## config.mk

```make
export PLATFORM = sky130hd
export DESIGN_NAME = trim_cal_seq
export DESIGN_NICKNAME = d
export VERILOG_FILES = /design/src/rtl/trimcal_pkg.sv /design/src/rtl/trimcal_sync.sv /design/src/rtl/trimcal_timer.sv /design/src/rtl/trimcal_code.sv /design/src/rtl/trim_cal_seq.sv
export SDC_FILE = /design/constraint.sdc
export NUM_CORES = 1
export LEC_CHECK = 0
export CORE_AREA = 4 4 63 50
export DETAILED_ROUTE_END_ITERATION = 10
export DIE_AREA = 0 0 67 54
export DONT_BUFFER_PORTS = 1
export MAX_ROUTING_LAYER = met4
export PLACE_DENSITY = 0.68
export SLEW_MARGIN = 40
export SYNTH_ARGS = -nofsm -noshare
export SYNTH_HDL_FRONTEND = slang
export SYNTH_HIERARCHICAL = 1
export SYNTH_SLANG_ARGS = --single-unit
```

## constraint.sdc

```tcl
create_clock -name clk -period 3.1 [get_ports clk]
set_input_delay 0.62 -clock clk [delete_from_list [all_inputs] [get_ports clk]]
set_output_delay 0.62 -clock clk [all_outputs]
set_load 0.01 [all_outputs]
```

## src/rtl/trimcal_pkg.sv

```systemverilog
package trimcal_pkg;

    typedef enum logic [2:0] {
        ST_IDLE,
        ST_CLEAR,
        ST_SETTLE,
        ST_PROBE,
        ST_FINISH
    } cal_state_e;

    function automatic int cycles_from_us(input longint clk_hz, input int us);
        longint c;
        c = (clk_hz / 64'd1_000_000) * longint'(us);
        if (c < 1) c = 1;
        return int'(c);
    endfunction

endpackage

```

## src/rtl/trimcal_sync.sv

```systemverilog
module trimcal_sync #(
    parameter int STAGES = 2
) (
    input  logic clk,
    input  logic rst_n,
    input  logic d_i,
    output logic q_o
);
    logic [STAGES-1:0] stage_q;

    for (genvar g = 0; g < STAGES; g++) begin : g_stage
        if (g == 0) begin : g_first
            always_ff @(posedge clk or negedge rst_n) begin
                if (!rst_n) stage_q[0] <= 1'b0;
                else        stage_q[0] <= d_i;
            end
        end else begin : g_next
            always_ff @(posedge clk or negedge rst_n) begin
                if (!rst_n) stage_q[g] <= 1'b0;
                else        stage_q[g] <= stage_q[g-1];
            end
        end
    end

    assign q_o = stage_q[STAGES-1];
endmodule

```

## src/rtl/trimcal_timer.sv

```systemverilog
module trimcal_timer #(
    parameter int CYC = 8000
) (
    input  logic clk,
    input  logic rst_n,
    input  logic load_i,
    output logic expired_o
);
    localparam int CNT_W = (CYC > 1) ? $clog2(CYC) : 1;
    localparam logic [CNT_W-1:0] RELOAD = CNT_W'(CYC - 1);

    logic [CNT_W-1:0] cnt_q;

    always_ff @(posedge clk or negedge rst_n) begin
        if (!rst_n)              cnt_q <= '0;
        else if (load_i)         cnt_q <= RELOAD;
        else if (cnt_q != '0)    cnt_q <= cnt_q - 1'b1;
    end

    assign expired_o = (cnt_q == '0);

    // the window counter never exceeds its reload value
    a_r3_window_bound: assert property (@(posedge clk) disable iff (!rst_n)
        cnt_q <= RELOAD);

    // a reload always starts a fresh, unexpired window (CYC > 1)
    a_r3_reload_fresh: assert property (@(posedge clk) disable iff (!rst_n)
        (load_i && CYC > 1) |=> !expired_o);
endmodule

```

## src/rtl/trimcal_code.sv

```systemverilog
module trimcal_code #(
    parameter int TRIM_W = 5
) (
    input  logic              clk,
    input  logic              rst_n,
    input  logic              clr_i,
    input  logic              inc_i,
    output logic [TRIM_W-1:0] code_o,
    output logic              at_max_o
);
    localparam logic [TRIM_W-1:0] TOP = {TRIM_W{1'b1}};

    logic [TRIM_W-1:0] code_q;

    always_ff @(posedge clk or negedge rst_n) begin
        if (!rst_n)      code_q <= '0;
        else if (clr_i)  code_q <= '0;
        else if (inc_i)  code_q <= code_q + 1'b1;
    end

    assign code_o   = code_q;
    assign at_max_o = (code_q == TOP);

    // the sequencer never asks for a step past the top code
    a_r6_no_wrap: assert property (@(posedge clk) disable iff (!rst_n)
        inc_i |-> !at_max_o);
endmodule

```

## src/rtl/trim_cal_seq.sv

```systemverilog
module trim_cal_seq #(
    parameter longint CLK_HZ      = 125_000_000,
    parameter int     SETTLE_US   = 64,
    parameter int     TRIM_W      = 5,
    parameter int     SYNC_STAGES = 2
) (
    input  logic              clk,
    input  logic              rst_n,
    input  logic              start_i,
    input  logic              cal_flag_i,
    input  logic              en_req_i,
    output logic [TRIM_W-1:0] trim_o,
    output logic              chan_en_o,
    output logic              busy_o,
    output logic              done_o,
    output logic              err_o
);
    import trimcal_pkg::*;

    localparam int SETTLE_CYC = cycles_from_us(CLK_HZ, SETTLE_US);
    localparam logic [TRIM_W-1:0] TRIM_TOP = {TRIM_W{1'b1}};

    cal_state_e state_q, state_d;
    logic flag_s, win_done, code_top;
    logic code_clr, code_inc, win_load, accept;
    logic err_q, hold_q;

    trimcal_sync #(.STAGES(SYNC_STAGES)) u_sync (
        .clk(clk), .rst_n(rst_n), .d_i(cal_flag_i), .q_o(flag_s));

    trimcal_timer #(.CYC(SETTLE_CYC)) u_timer (
        .clk(clk), .rst_n(rst_n), .load_i(win_load), .expired_o(win_done));

    trimcal_code #(.TRIM_W(TRIM_W)) u_code (
        .clk(clk), .rst_n(rst_n), .clr_i(code_clr), .inc_i(code_inc),
        .code_o(trim_o), .at_max_o(code_top));

    // state register
    always_ff @(posedge clk or negedge rst_n) begin
        if (!rst_n) state_q <= ST_IDLE;
        else        state_q <= state_d;
    end

    // next state
    always_comb begin
        state_d = state_q;
        unique case (state_q)
            ST_IDLE:   if (start_i) state_d = ST_CLEAR;
            ST_CLEAR:  state_d = ST_SETTLE;
            ST_SETTLE: if (win_done) state_d = ST_PROBE;
            ST_PROBE:  state_d = (flag_s || code_top) ? ST_FINISH : ST_SETTLE;
            ST_FINISH: state_d = ST_IDLE;
            default:   state_d = ST_IDLE;
        endcase
    end

    // datapath controls
    assign accept   = (state_q == ST_IDLE) && start_i;
    assign code_clr = accept;
    assign code_inc = (state_q == ST_PROBE) && !flag_s && !code_top;
    assign win_load = (state_q == ST_CLEAR) || code_inc;

    // error and enable hold-off flags
    always_ff @(posedge clk or negedge rst_n) begin
        if (!rst_n) begin
            err_q  <= 1'b0;
            hold_q <= 1'b0;
        end else begin
            if (accept)
                err_q <= 1'b0;
            else if (state_q == ST_PROBE && !flag_s && code_top)
                err_q <= 1'b1;

            if (accept)
                hold_q <= 1'b1;
            else if (state_q == ST_IDLE && !en_req_i)
                hold_q <= 1'b0;
        end
    end

    // outputs
    always_comb begin
        busy_o    = (state_q == ST_CLEAR) || (state_q == ST_SETTLE) || (state_q == ST_PROBE);
        done_o    = (state_q == ST_FINISH);
        err_o     = err_q;
        chan_en_o = (state_q == ST_IDLE) && en_req_i && !hold_q;
    end

    // channel is off for the whole search
    a_r2_chan_off_busy: assert property (@(posedge clk) disable iff (!rst_n)
        busy_o |-> !chan_en_o);

    // the code only steps upward by one during a search
    a_r5_step_one: assert property (@(posedge clk) disable iff (!rst_n)
        (busy_o && $past(busy_o) && trim_o != $past(trim_o))
            |-> trim_o == $past(trim_o) + TRIM_W'(1));

    // error only rises with the top code on the output
    a_r6_err_at_top: assert property (@(posedge clk) disable iff (!rst_n)
        $rose(err_o) |-> trim_o == TRIM_TOP);

    // single-cycle done, never together with busy
    a_r7_done_single: assert property (@(posedge clk) disable iff (!rst_n)
        done_o |=> !done_o);
    a_r7_done_not_busy: assert property (@(posedge clk) disable iff (!rst_n)
        done_o |-> !busy_o);

    // channel remains off right after a search
    a_r8_hold_after: assert property (@(posedge clk) disable iff (!rst_n)
        done_o |=> !chan_en_o);

    // start during a search does not reset the code
    a_r9_busy_start: assert property (@(posedge clk) disable iff (!rst_n)
        (busy_o && start_i && trim_o != '0) |=> trim_o != '0);

    // an accepted start clears the error flag
    a_r10_err_clear: assert property (@(posedge clk) disable iff (!rst_n)
        (start_i && !busy_o && !done_o) |=> !err_o);
endmodule

```

======== Yosys cells after proc, flatten, opt, wreduce, memory -nomap -nowiden ========
Cells that the tools add are included.
operators by class
  equal/unequal tests ..................... 7
  add/sub/neg operators ................... 2
  reduce and logical (&&, ||, !) cells .... 23
  multiplexer cells ....................... 12
operators by type and width
  cell                                                                      number
  13-bit 2-to-1 mux                                                         2
  13-bit zero test                                                          1
  13-bit nonzero test                                                       1
  13-bit by 1-bit subtractor with 13-bit output (second input constant)     1
  3-bit one-hot mux with 4 select lines                                     1
  5-bit 2-to-1 mux                                                          2
  3-bit 2-to-1 mux                                                          3
  2-bit nonzero test                                                        4
  1-bit logical AND                                                         7
  3-bit by 2-bit == test with 1-bit output (second input constant)          2
  5-bit by 1-bit adder with 5-bit output (second input constant)            1
  5-bit == test (second input constant)                                     1
  1-bit zero test                                                           4
  1-bit logical OR                                                          4
  1-bit 2-to-1 mux                                                          4
  3-bit by 1-bit == test with 1-bit output (second input constant)          1
  3-bit == test (second input constant)                                     1
  3-bit zero test                                                           1
  2-bit by 1-bit inequality test with 1-bit output (second input constant)  1
  2-bit inequality test (second input constant)                             1
  2-bit AND reduction                                                       1
storage, ports and cells
  bits of input ports ..................... 5
  word-level logic and storage cells ...... 51
  register bits ........................... 25

======== Longest topological paths before layout ========
Gate-level depths: netlist of run 1.
  depth in word-level cells ............... 5
  mapped depth ............................ 8
  gate-level depth less buffers ........... 7

======== Cells and area by module ========
The synthesis of run 1 kept the hierarchy.
modules (own cells, without submodules)
  module         cells each  area an instance (µm²)  sequential area each (µm²)  instances
  trimcal_timer  76          732.0                   325.3                       1
  trim_cal_seq   29          284.0                   125.1                       1
  trimcal_code   22          276.5                   125.1                       1
  trimcal_sync   2           50.0                    50.0                        1

======== Least setup slack after synthesis of run 1 ========
No wires, ideal clock.
  path kind ............................... register -> register
  start point ............................. register u_code.code_q[0], in the netlist u_code/code_o[0]
  end point ............................... register u_timer.cnt_q[7]
  arrival time ............................ 2.031 ns
  buffers on the path ..................... 1
  stages on the path, launching flop included .. 9
  period minus slack after synthesis ...... 2.151 ns
  data required time ...................... 2.980 ns
  library setup time ...................... 0.120 ns
  setup slack ............................. 0.949 ns
  cells stage by stage .................... dfrtp_1 > ha_1 > and3_1 > ha_1 > o21ai_0 > and2_1 > clkbuf_1 > inv_1 > a31o_2
between the ends
  longest elaborated chain between the ends .. 5
RTL lines
  what                                                     RTL line             RTL
  start, declared                                          trimcal_code.sv:13   logic [TRIM_W-1:0] code_q;
  start signal, assigned                                   trimcal_code.sv:18   else if (inc_i) code_q <= code_q + 1'b1;
  5-bit == test (*)                                        trimcal_code.sv:22   assign at_max_o = (code_q == TOP);
  named net code_top                                       trim_cal_seq.sv:24   logic flag_s, win_done, code_top;
  1-bit zero test (*)                                      trim_cal_seq.sv:60   assign code_inc = (state_q == ST_PROBE) && !flag_s && !code_top;
  1-bit logical AND (*)                                    trim_cal_seq.sv:60
  1-bit logical OR (*)                                     trim_cal_seq.sv:61   assign win_load = (state_q == ST_CLEAR) || code_inc;
  named net win_load                                       trim_cal_seq.sv:25   logic code_clr, code_inc, win_load, accept;
  13-bit 2-to-1 mux or 2-bit nonzero test (tied branches)  -
  end signal, assigned                                     trimcal_timer.sv:17  else if (cnt_q != '0) cnt_q <= cnt_q - 1'b1;
  end, declared                                            trimcal_timer.sv:12  logic [CNT_W-1:0] cnt_q;
The timed path passes the listed nets; every way through them passes the cells marked *.
A chain may end at the register's enable or synchronous reset.

======== Worst setup path after layout of run 1 ========
Ends and elaborated chain as after synthesis.

==> results.yml, run 1 <==
detailed_routing:
  viasPerCell: 5.87
  firstDrtPassIters: 4
  num_vias: 986
  drtIter0Drc: 30
  wirelength_mm: 2.60
  wl_per_cell_um: 15.5
  postRouteAntennaNets: 0
  drc: 0
logic_synthesis:
  synthCells: 129
  synth.ff_latch_count: 25
  ys.flop_type: "dfrtp_1"
  ys_types: 43
  syn-num-nets: 138
  yosys_warnings: 6
  seq_area_frac_synth_pct: 46.6
  synth_area_mm2: 0.00134
  ys_async_sr_fraction_pct: 100
  synth-edff-count: 0
  syn_avg_cell_area_um2: 10.4
floorplan:
  ioPinCount: 14
  core_mm2: 0.00254
  die_h_um: 54
  rows: 16
  initial_utilization_pct: 52.8
  fp.dieArea_mm2: 0.00362
  die_w_um: 67
timing:
  fin_crit_sh_pct: 77.2
  min_period_ps: 2390
  fin_tns_setup_ps: 0
  rsz0062_at_grt: "no"
  skew_ps: 13.1
  worst_pin_slew_ps: 669
  maxSlewViolCount: 0
  finalSetupViolations: 0
  slew_headroom_pct: 54.8
  hold_viol_final: 0
  clock.fmax_mhz: 418
place:
  place_congestion: 0.804
  dpl_cell_area_mm2: 0.00137
  placed_cells: 163
  hpwl_mm: 1.88
  port_buffers: 0
setup_path:
  max_stage_delay_ps: 500
  r2r-start: "u_code/code_o[0]"
  cp-start-kind: "register"
  critPathCaptureType: "register"
  crit_cells: 7
  critPathBufInv: 1
  rr_endpoint: "u_timer/cnt_q[7]"
  crit_path_top_delay_cell: "dfrtp_1"
  criticalPathCategory: "reg2reg"
  crit_top_cell: "ha_1"
  cp_max_fo: 10
  path_cells: "ha_1, and3_1, ha_1, o21ai_0, and2_1, inv_1, a31o_2"
  cpLargestDelayFamily: "simple AND/OR/NAND/NOR gates"
  reg2reg_depth: 7
  arrival_ps: 2610
  r2r_slack_ps: 710
  cp.required_ps: 3310
cells_and_area:
  antenna_cells: 0
  utilization_pct: 55.7
  fin_nets: 142
  layout_commonest_cell: "dfrtp_1"
  fin_cells: 168
  final_area_mm2: 0.00142
  most-common-layout-cells: "dfrtp_1, nor2_1, a21oi_1"
  drive_gt1_share_pct: 11.4
  area_growth_pct: 5.41
clock_network:
  clock_latency_ps: 320
  cts_root_buf: "clkbuf_4"
  cts_sinks: 25
  cts_made_buffers: 3
  cts.clk_slew.worst_paths_ps: 140
  ctsResizeCount: 0
  htree_levels: 1
  cts_tree: "yes"
  clk_path_buf_depth: 2
global_routing:
  antenna_found_initial: 0
  grt-ovfl-total: 0
  track_usage_pct: 17.8
  grt_pass1_wl_mm: 4.69
  grt_max_degree: 26
  grt_pass1_vias: 1021
status:
  status: "completed"
flow_run:
  maxCapViolCount: 0
power_and_ir_drop:
  peakVddDrop_v: 0.000266
  pwr_density_cell_mw_per_mm2: 354
  power.leakage_nw: 0.579
min_path:
  holdCritPathClass: "in2async"
[repair_timing]
action / CTS / global route
hold endpoints to repair: 25 / 0
hold buffers: 1 / 0
setup buffers: 0 / 0
setup endpoints to repair: 0 / 0
[worst max-delay path by stage]
stage,startpoint,endpoint,slack (ps)
2_1_floorplan,u_code/code_o[0],u_timer/cnt_q[7],950
3_3_place_gp,u_code/code_o[0],u_timer/cnt_q[7],860
3_5_place_dp,u_code/code_o[0],u_timer/cnt_q[7],780
4_1_cts,u_code/code_o[0],u_timer/cnt_q[7],730
5_1_grt,u_code/code_o[0],u_timer/cnt_q[7],560
6_report,u_code/code_o[0],u_timer/cnt_q[7],710
[cell families (layout without fill, tap and decap cells)]
logic type | count (synthesis) | in the layout | share of synthesized area (%)
compound gates | 26 | 26 | 14.2
fa+ha+maj | 4 | 4 | 3.73
xor+xnor | 3 | 3 | 1.96
mux | 3 | 3 | 2.61
simple gates | 59 | 59 | 27.3
flops | 25 | 25 | 46.6
buf+inv | 9 | 12 | 3.63
[flip-flops by register name, summed over array words and instances (netlist names)]
register / count
err_o: 1
hold_q: 1
state_q: 3
u_code/code_o: 5
u_sync/q_o: 1
u_sync/stage_q: 1
u_timer/cnt_q: 13
[synth_stat cells (2+ instances only)]
cell type | count | share of area, %
o21ai_0 | 3 | 1.1
xnor2_1 | 2 | 1.3
nor2b_1 | 3 | 1.4
a31oi_1 | 2 | 0.93
ha_1 | 4 | 3.7
nand2_1 | 6 | 1.7
nor3_1 | 4 | 1.5
o31ai_1 | 5 | 2.8
nand3b_1 | 2 | 1.1
and3_1 | 5 | 2.3
nand3_1 | 5 | 1.9
mux2i_1 | 2 | 1.5
or4_1 | 4 | 2.2
nor4_1 | 2 | 0.93
nand2b_1 | 4 | 1.9
buf_6 | 2 | 1.7
inv_1 | 6 | 1.7
dfrtp_1 | 25 | 47
a21oi_1 | 7 | 2.6
nand4_1 | 2 | 0.93
nor2_1 | 12 | 3.4
[routing by layer]
metal | GRT usage [%] | vias to the layer above | share of wire [%]
met4 | 6.06 | 0 | 2.0
li1 | - | 482 | -
met1 | 23.1 | 464 | 46
met3 | 5.85 | 8 | 6.8
met5 | - | - | 0
met2 | 26.3 | 32 | 45
[area by class of cell]
type / instances / area, µm²
clock buffers: 4 / 26.3
repair buffers: 2 / 27.5
flip-flops and latches: 25 / 626
multi-input cells: 95 / 668
inverters: 6 / 22.5
well taps: 36 / 45.0
fillers: 233 / 1130
[report_power, final]
| group | total [W] | internal, W | switching [W] |
|---|---|---|---|
| combinational | 0.0000190 | 0.00000891 | 0.0000100 |
| sequential | 0.000339 | 0.000331 | 0.00000781 |
| clock | 0.000143 | 0.0000503 | 0.0000929 |
[stage by stage]
stage	hold slack (ps)	worst slack [ps]	power, W
global route	68.4	560	0.000533
detailed placement	325	780	0.000356
floorplan	324	949	0.000353
CTS	87.7	731	0.000510
finish	87.7	706	0.000501
global placement	325	862	0.000355
Note: power is estimated with default switching activity, not from simulation.
==> inputs of run 2 (changes only) <==
PLACE_DENSITY = 0.71   (was 0.68)
clock period = 1.95 ns   (was 3.1 ns; I/O delays follow)
==> results.yml, run 2 (same netlist as run 1, synthesis figures left out) <==
floorplan:
  die_h_um: 54
  fp.dieArea_mm2: 0.00362
  core_mm2: 0.00254
  ioPinCount: 14
  initial_utilization_pct: 52.8
  rows: 16
  die_w_um: 67
timing:
  finalSetupViolations: 0
  slew_headroom_pct: 71.8
  min_period_ps: 1900
  hold_viol_final: 0
  fin_crit_sh_pct: 97.5
  maxSlewViolCount: 0
  worst_pin_slew_ps: 421
  skew_ps: 8.45
  clock.fmax_mhz: 526
  fin_hold_ws_ps: 82.1
detailed_routing:
  drc: 0
  wirelength_mm: 2.93
  firstDrtPassIters: 4
  postRouteAntennaNets: 0
  drtIter0Drc: 38
  viasPerCell: 5.92
  num_vias: 1077
  wl_per_cell_um: 16.1
setup_path:
  cpLargestDelayFamily: "compound AO/OA/AOI/OAI gates"
  worstSetupEndpoint: "u_timer/cnt_q[7]"
  max_stage_delay_ps: 430
  cp-startpoint: "u_code/code_o[0]"
  r2r-start: "u_code/code_o[0]"
  cp.required_ps: 2170
  r2r_slack_ps: 50
  reg2reg_depth: 7
  critPathBufInv: 1
  crit_cells: 7
  critPathCaptureType: "register"
  path_cells: "ha_1, and3_1, ha_2, o21ai_1, and2_4, inv_1, a31o_2"
  cp-start-kind: "register"
  cp_max_fo: 5
  arrival_ps: 2120
  criticalPathCategory: "reg2reg"
  crit_path_top_delay_cell: "dfrtp_2"
  rr_endpoint: "u_timer/cnt_q[7]"
clock_network:
  htree_levels: 1
  cts_sinks: 25
  cts_made_buffers: 3
  clk_path_buf_depth: 2
  cts_tree: "yes"
  clock_latency_ps: 330
  cts.clk_slew.worst_paths_ps: 130
  cts_root_buf: "clkbuf_4"
cells_and_area:
  fin_cells: 182
  largest_reg_flops: 13
  max_flop_register: "u_timer/cnt_q"
  multiInputGateArea_um2: 684
  area_growth_pct: 14.9
  antenna_cells: 0
  regArea_um2: 629
  drive_gt1_share_pct: 24.0
  fin_nets: 156
  final_area_mm2: 0.00154
  layout_commonest_cell: "dfrtp_1"
  fillCellCount: 215
  most-common-layout-cells: "dfrtp_1, buf_4, nor2_1"
place:
  place_congestion: 0.922
  port_buffers: 0
  dpl_cell_area_mm2: 0.00144
  placed_cells: 172
  hpwl_mm: 2.14
power_and_ir_drop:
  pwr_density_cell_mw_per_mm2: 524
  power.leakage_nw: 0.649
  finalPower_w: 0.000808
  peakVddDrop_v: 0.000306
flow_run:
  maxCapViolCount: 0
global_routing:
  track_usage_pct: 18.7
  grt_max_degree: 26
  grt_pass1_wl_mm: 4.77
  antenna_found_initial: 0
  grt-ovfl-total: 0
  grt_pass1_vias: 1034
status:
  status: "completed"
min_path:
  holdCritPathClass: "in2reg"
run 2: cell types whose count changed in the layout (fill, tap and decap cells not counted), sizes merged:
| cell | previous run | this run |
|---|---|---|
| dlygate4sd3 | 0 | 1 |
| buf | 2 | 15 |
run 2: how the worst min path moves through the flow:
stage | start | to | slack, ps | cells after the start
after floorplan | rst_n | err_o | 90 | 0
after global placement | rst_n | u_code/code_o[3] | 90 | 0
after detailed placement | rst_n | u_code/code_o[2] | 100 | 0
after CTS | cal_flag_i | u_sync/stage_q[0] | 70 | 0
after global routing | cal_flag_i | u_sync/stage_q[0] | 50 | 0
final | cal_flag_i | u_sync/stage_q[0] | 80 | 0
run 2: cell type report:
type	instances	share of cell area (%)
Tap cell	36	2.92
Timing Repair Buffer	16	8.76
Inverter	6	1.46
Clock buffer	4	1.70
Multi-Input combinational cell	95	44.4
Sequential cell	25	40.8
run 2: routing by layer:
layer,wire (µm),track usage (%),share of wire (%)
met2,1410,28.4,48
met1,1280,23.1,44
met3,185,5.01,6.3
met4,53,9.76,1.8
met5,0,-,0
run 2: what timing repair did:
item	CTS	global route
endpoints found under the setup margin	1	13
hold buffers	2	0
hold endpoints to repair	25	0
resized for setup	1	6
buffers inserted	1	3
gates cloned	0	0
run 2: metrics by stage:
step | setup TNS (ps) | util (%) | setup slack (ps)
4_1_cts | 0 | 59.1 | 4.69
3_5_place_dp | 0 | 56.5 | 46.0
3_3_place_gp | 0 | 56.5 | 84.0
2_1_floorplan | 0 | - | 32.1
5_1_grt | -52.2 | 60.7 | -38.9
6_report | 0 | 60.7 | 49.2
run 2: power breakdown:
| group | leakage, nW | switching [W] | internal, W | total [W] |
|---|---|---|---|---|
| Sequential | 0.269 | 0.00000728 | 0.000527 | 0.000534 |
| Clock | 0.0150 | 0.000149 | 0.0000803 | 0.000229 |
| Combinational | 0.364 | 0.0000248 | 0.0000199 | 0.0000447 |
| Total | 0.649 | 0.000181 | 0.000627 | 0.000808 |
==> inputs of run 3 (changes only) <==
PLACE_DENSITY = 0.68   (was 0.71)
clock period = 2.4 ns   (was 1.95 ns; I/O delays follow)
==> results.yml, run 3 (same netlist as run 1, synthesis figures left out) <==
timing:
  finalSetupViolations: 0
  skew_ps: 10.8
  setup_ws_ps: 181
  fin_crit_sh_pct: 92.5
  fin_tns_setup_ps: 0
  worst_pin_slew_ps: 550
  min_period_ps: 2220
  hold_viol_final: 0
  clock.fmax_mhz: 451
  rsz0062_at_grt: "no"
  slew_headroom_pct: 62.8
  maxSlewViolCount: 0
clock_network:
  cts_made_buffers: 3
  cts_sinks: 25
  htree_levels: 1
  cts_tree: "yes"
  cts.clk_slew.worst_paths_ps: 130
  clock_latency_ps: 320
  cts_setup_buffers: 0
  clk_path_buf_depth: 2
  cts_root_buf: "clkbuf_4"
floorplan:
  initial_utilization_pct: 52.8
  rows: 16
  fp.dieArea_mm2: 0.00362
  die_h_um: 54
  ioPinCount: 14
  die_w_um: 67
  core_mm2: 0.00254
power_and_ir_drop:
  peakVddDrop_v: 0.000346
  pwr_density_cell_mw_per_mm2: 454
  internal_power_w: 0.000506
  pwr-share-seq_pct: 67.3
  swShare_pct: 22.3
  clock_power_share_pct: 28.6
  combPwrFrac_pct: 4.0
  power.leakage_nw: 0.589
  p_sw_w: 0.000145
detailed_routing:
  wirelength_mm: 2.51
  wl_per_cell_um: 14.8
  drc: 0
  num_vias: 981
  firstDrtPassIters: 4
  viasPerCell: 5.77
  postRouteAntennaNets: 0
  drtIter0Drc: 69
place:
  placed_cells: 164
  place_congestion: 0.867
  dpl_cell_area_mm2: 0.00138
  port_buffers: 0
  dp_slack_ps: 201
  hpwl_mm: 1.88
cells_and_area:
  drive_gt1_share_pct: 11.9
  max_flop_register: "u_timer/cnt_q"
  layout_commonest_cell: "dfrtp_1"
  fin_nets: 144
  antenna_cells: 0
  largest_reg_flops: 13
  final_area_mm2: 0.00143
  fin_cells: 170
  utilization_pct: 56.3
  most-common-layout-cells: "dfrtp_1, nor2_1, a21oi_1"
  area_growth_pct: 6.71
global_routing:
  grt_max_degree: 26
  track_usage_pct: 16.7
  grt_pass1_vias: 956
  grt_pass1_wl_mm: 4.44
  grt-ovfl-total: 0
  antenna_found_initial: 0
setup_path:
  criticalPathCategory: "reg2reg"
  cp-start-kind: "register"
  cp.required_ps: 2630
  r2r-start: "u_code/code_o[0]"
  arrival_ps: 2450
  critPathCaptureType: "register"
  cp_max_fo: 6
  cp-startpoint: "u_code/code_o[0]"
status:
  status: "completed"
flow_run:
  maxCapViolCount: 0
min_path:
  holdCritPathClass: "in2reg"
  hold_path.startpoint: "cal_flag_i"
[run 3: repair_timing]
action / in CTS / in global routing
hold buffers: 2 / 0
gates resized for setup: 0 / 0
endpoints found under the hold margin: 25 / 0
[run 3: routing by layer]
| metal | GRT usage, % | vias up | share of wire, % |
|---|---|---|---|
| met5 | - | - | 0 |
| met4 | 3.03 | 0 | 0.36 |
| met3 | 5.01 | 2 | 5.2 |
| met2 | 26.3 | 21 | 44 |
| met1 | 21.6 | 467 | 51 |
| li1 | - | 491 | - |
[run 3: worst paths after layout]
check	depth (start not counted)	end	slack, ps
max	8	u_timer/cnt_q[7]	180
min	0	u_sync/stage_q[0]	180
max reg2reg	8	u_timer/cnt_q[7]	180
min reg2reg	0	u_sync/q_o	360
max in group asynchronous	2	u_timer/cnt_q[0]	1670
min in group asynchronous	2	u_code/code_o[2]	580
[run 3: power by group through the flow]
stage	sequential [W]	clock [W]	combinational, W
final	0.000438	0.000186	0.0000263
after global routing	0.000440	0.000210	0.0000301
after CTS	0.000438	0.000196	0.0000272
after detailed placement	0.000447	0	0.0000136
after global placement	0.000446	0	0.0000129
after floorplan	0.000444	0	0.0000115
[run 3: final cells by class]
type	instances	area (µm²)
clock buffer	4	26.3
inverter	6	22.5
timing repair buffer	4	45.0
multi-input combinational	95	668
sequential	25	626
tap	36	45.0
fill	239	1110
[run 3: worst max-delay path: stages, from the launching register on]
cell and delay (ps):
dfrtp_1 500, ha_1 270, and3_1 170, ha_1 220, o21ai_0 220, and2_1 280, buf_4 190, nor4_1 50
a31o_2 210
[run 3: through the flow]
| stage | hold slack (ps) | power, W |
|---|---|---|
| global placement | 185 | 0.000459 |
| finish | 178 | 0.000651 |
| detailed placement | 185 | 0.000460 |
| floorplan | 184 | 0.000456 |
| global route | 151 | 0.000680 |
| CTS | 164 | 0.000662 |
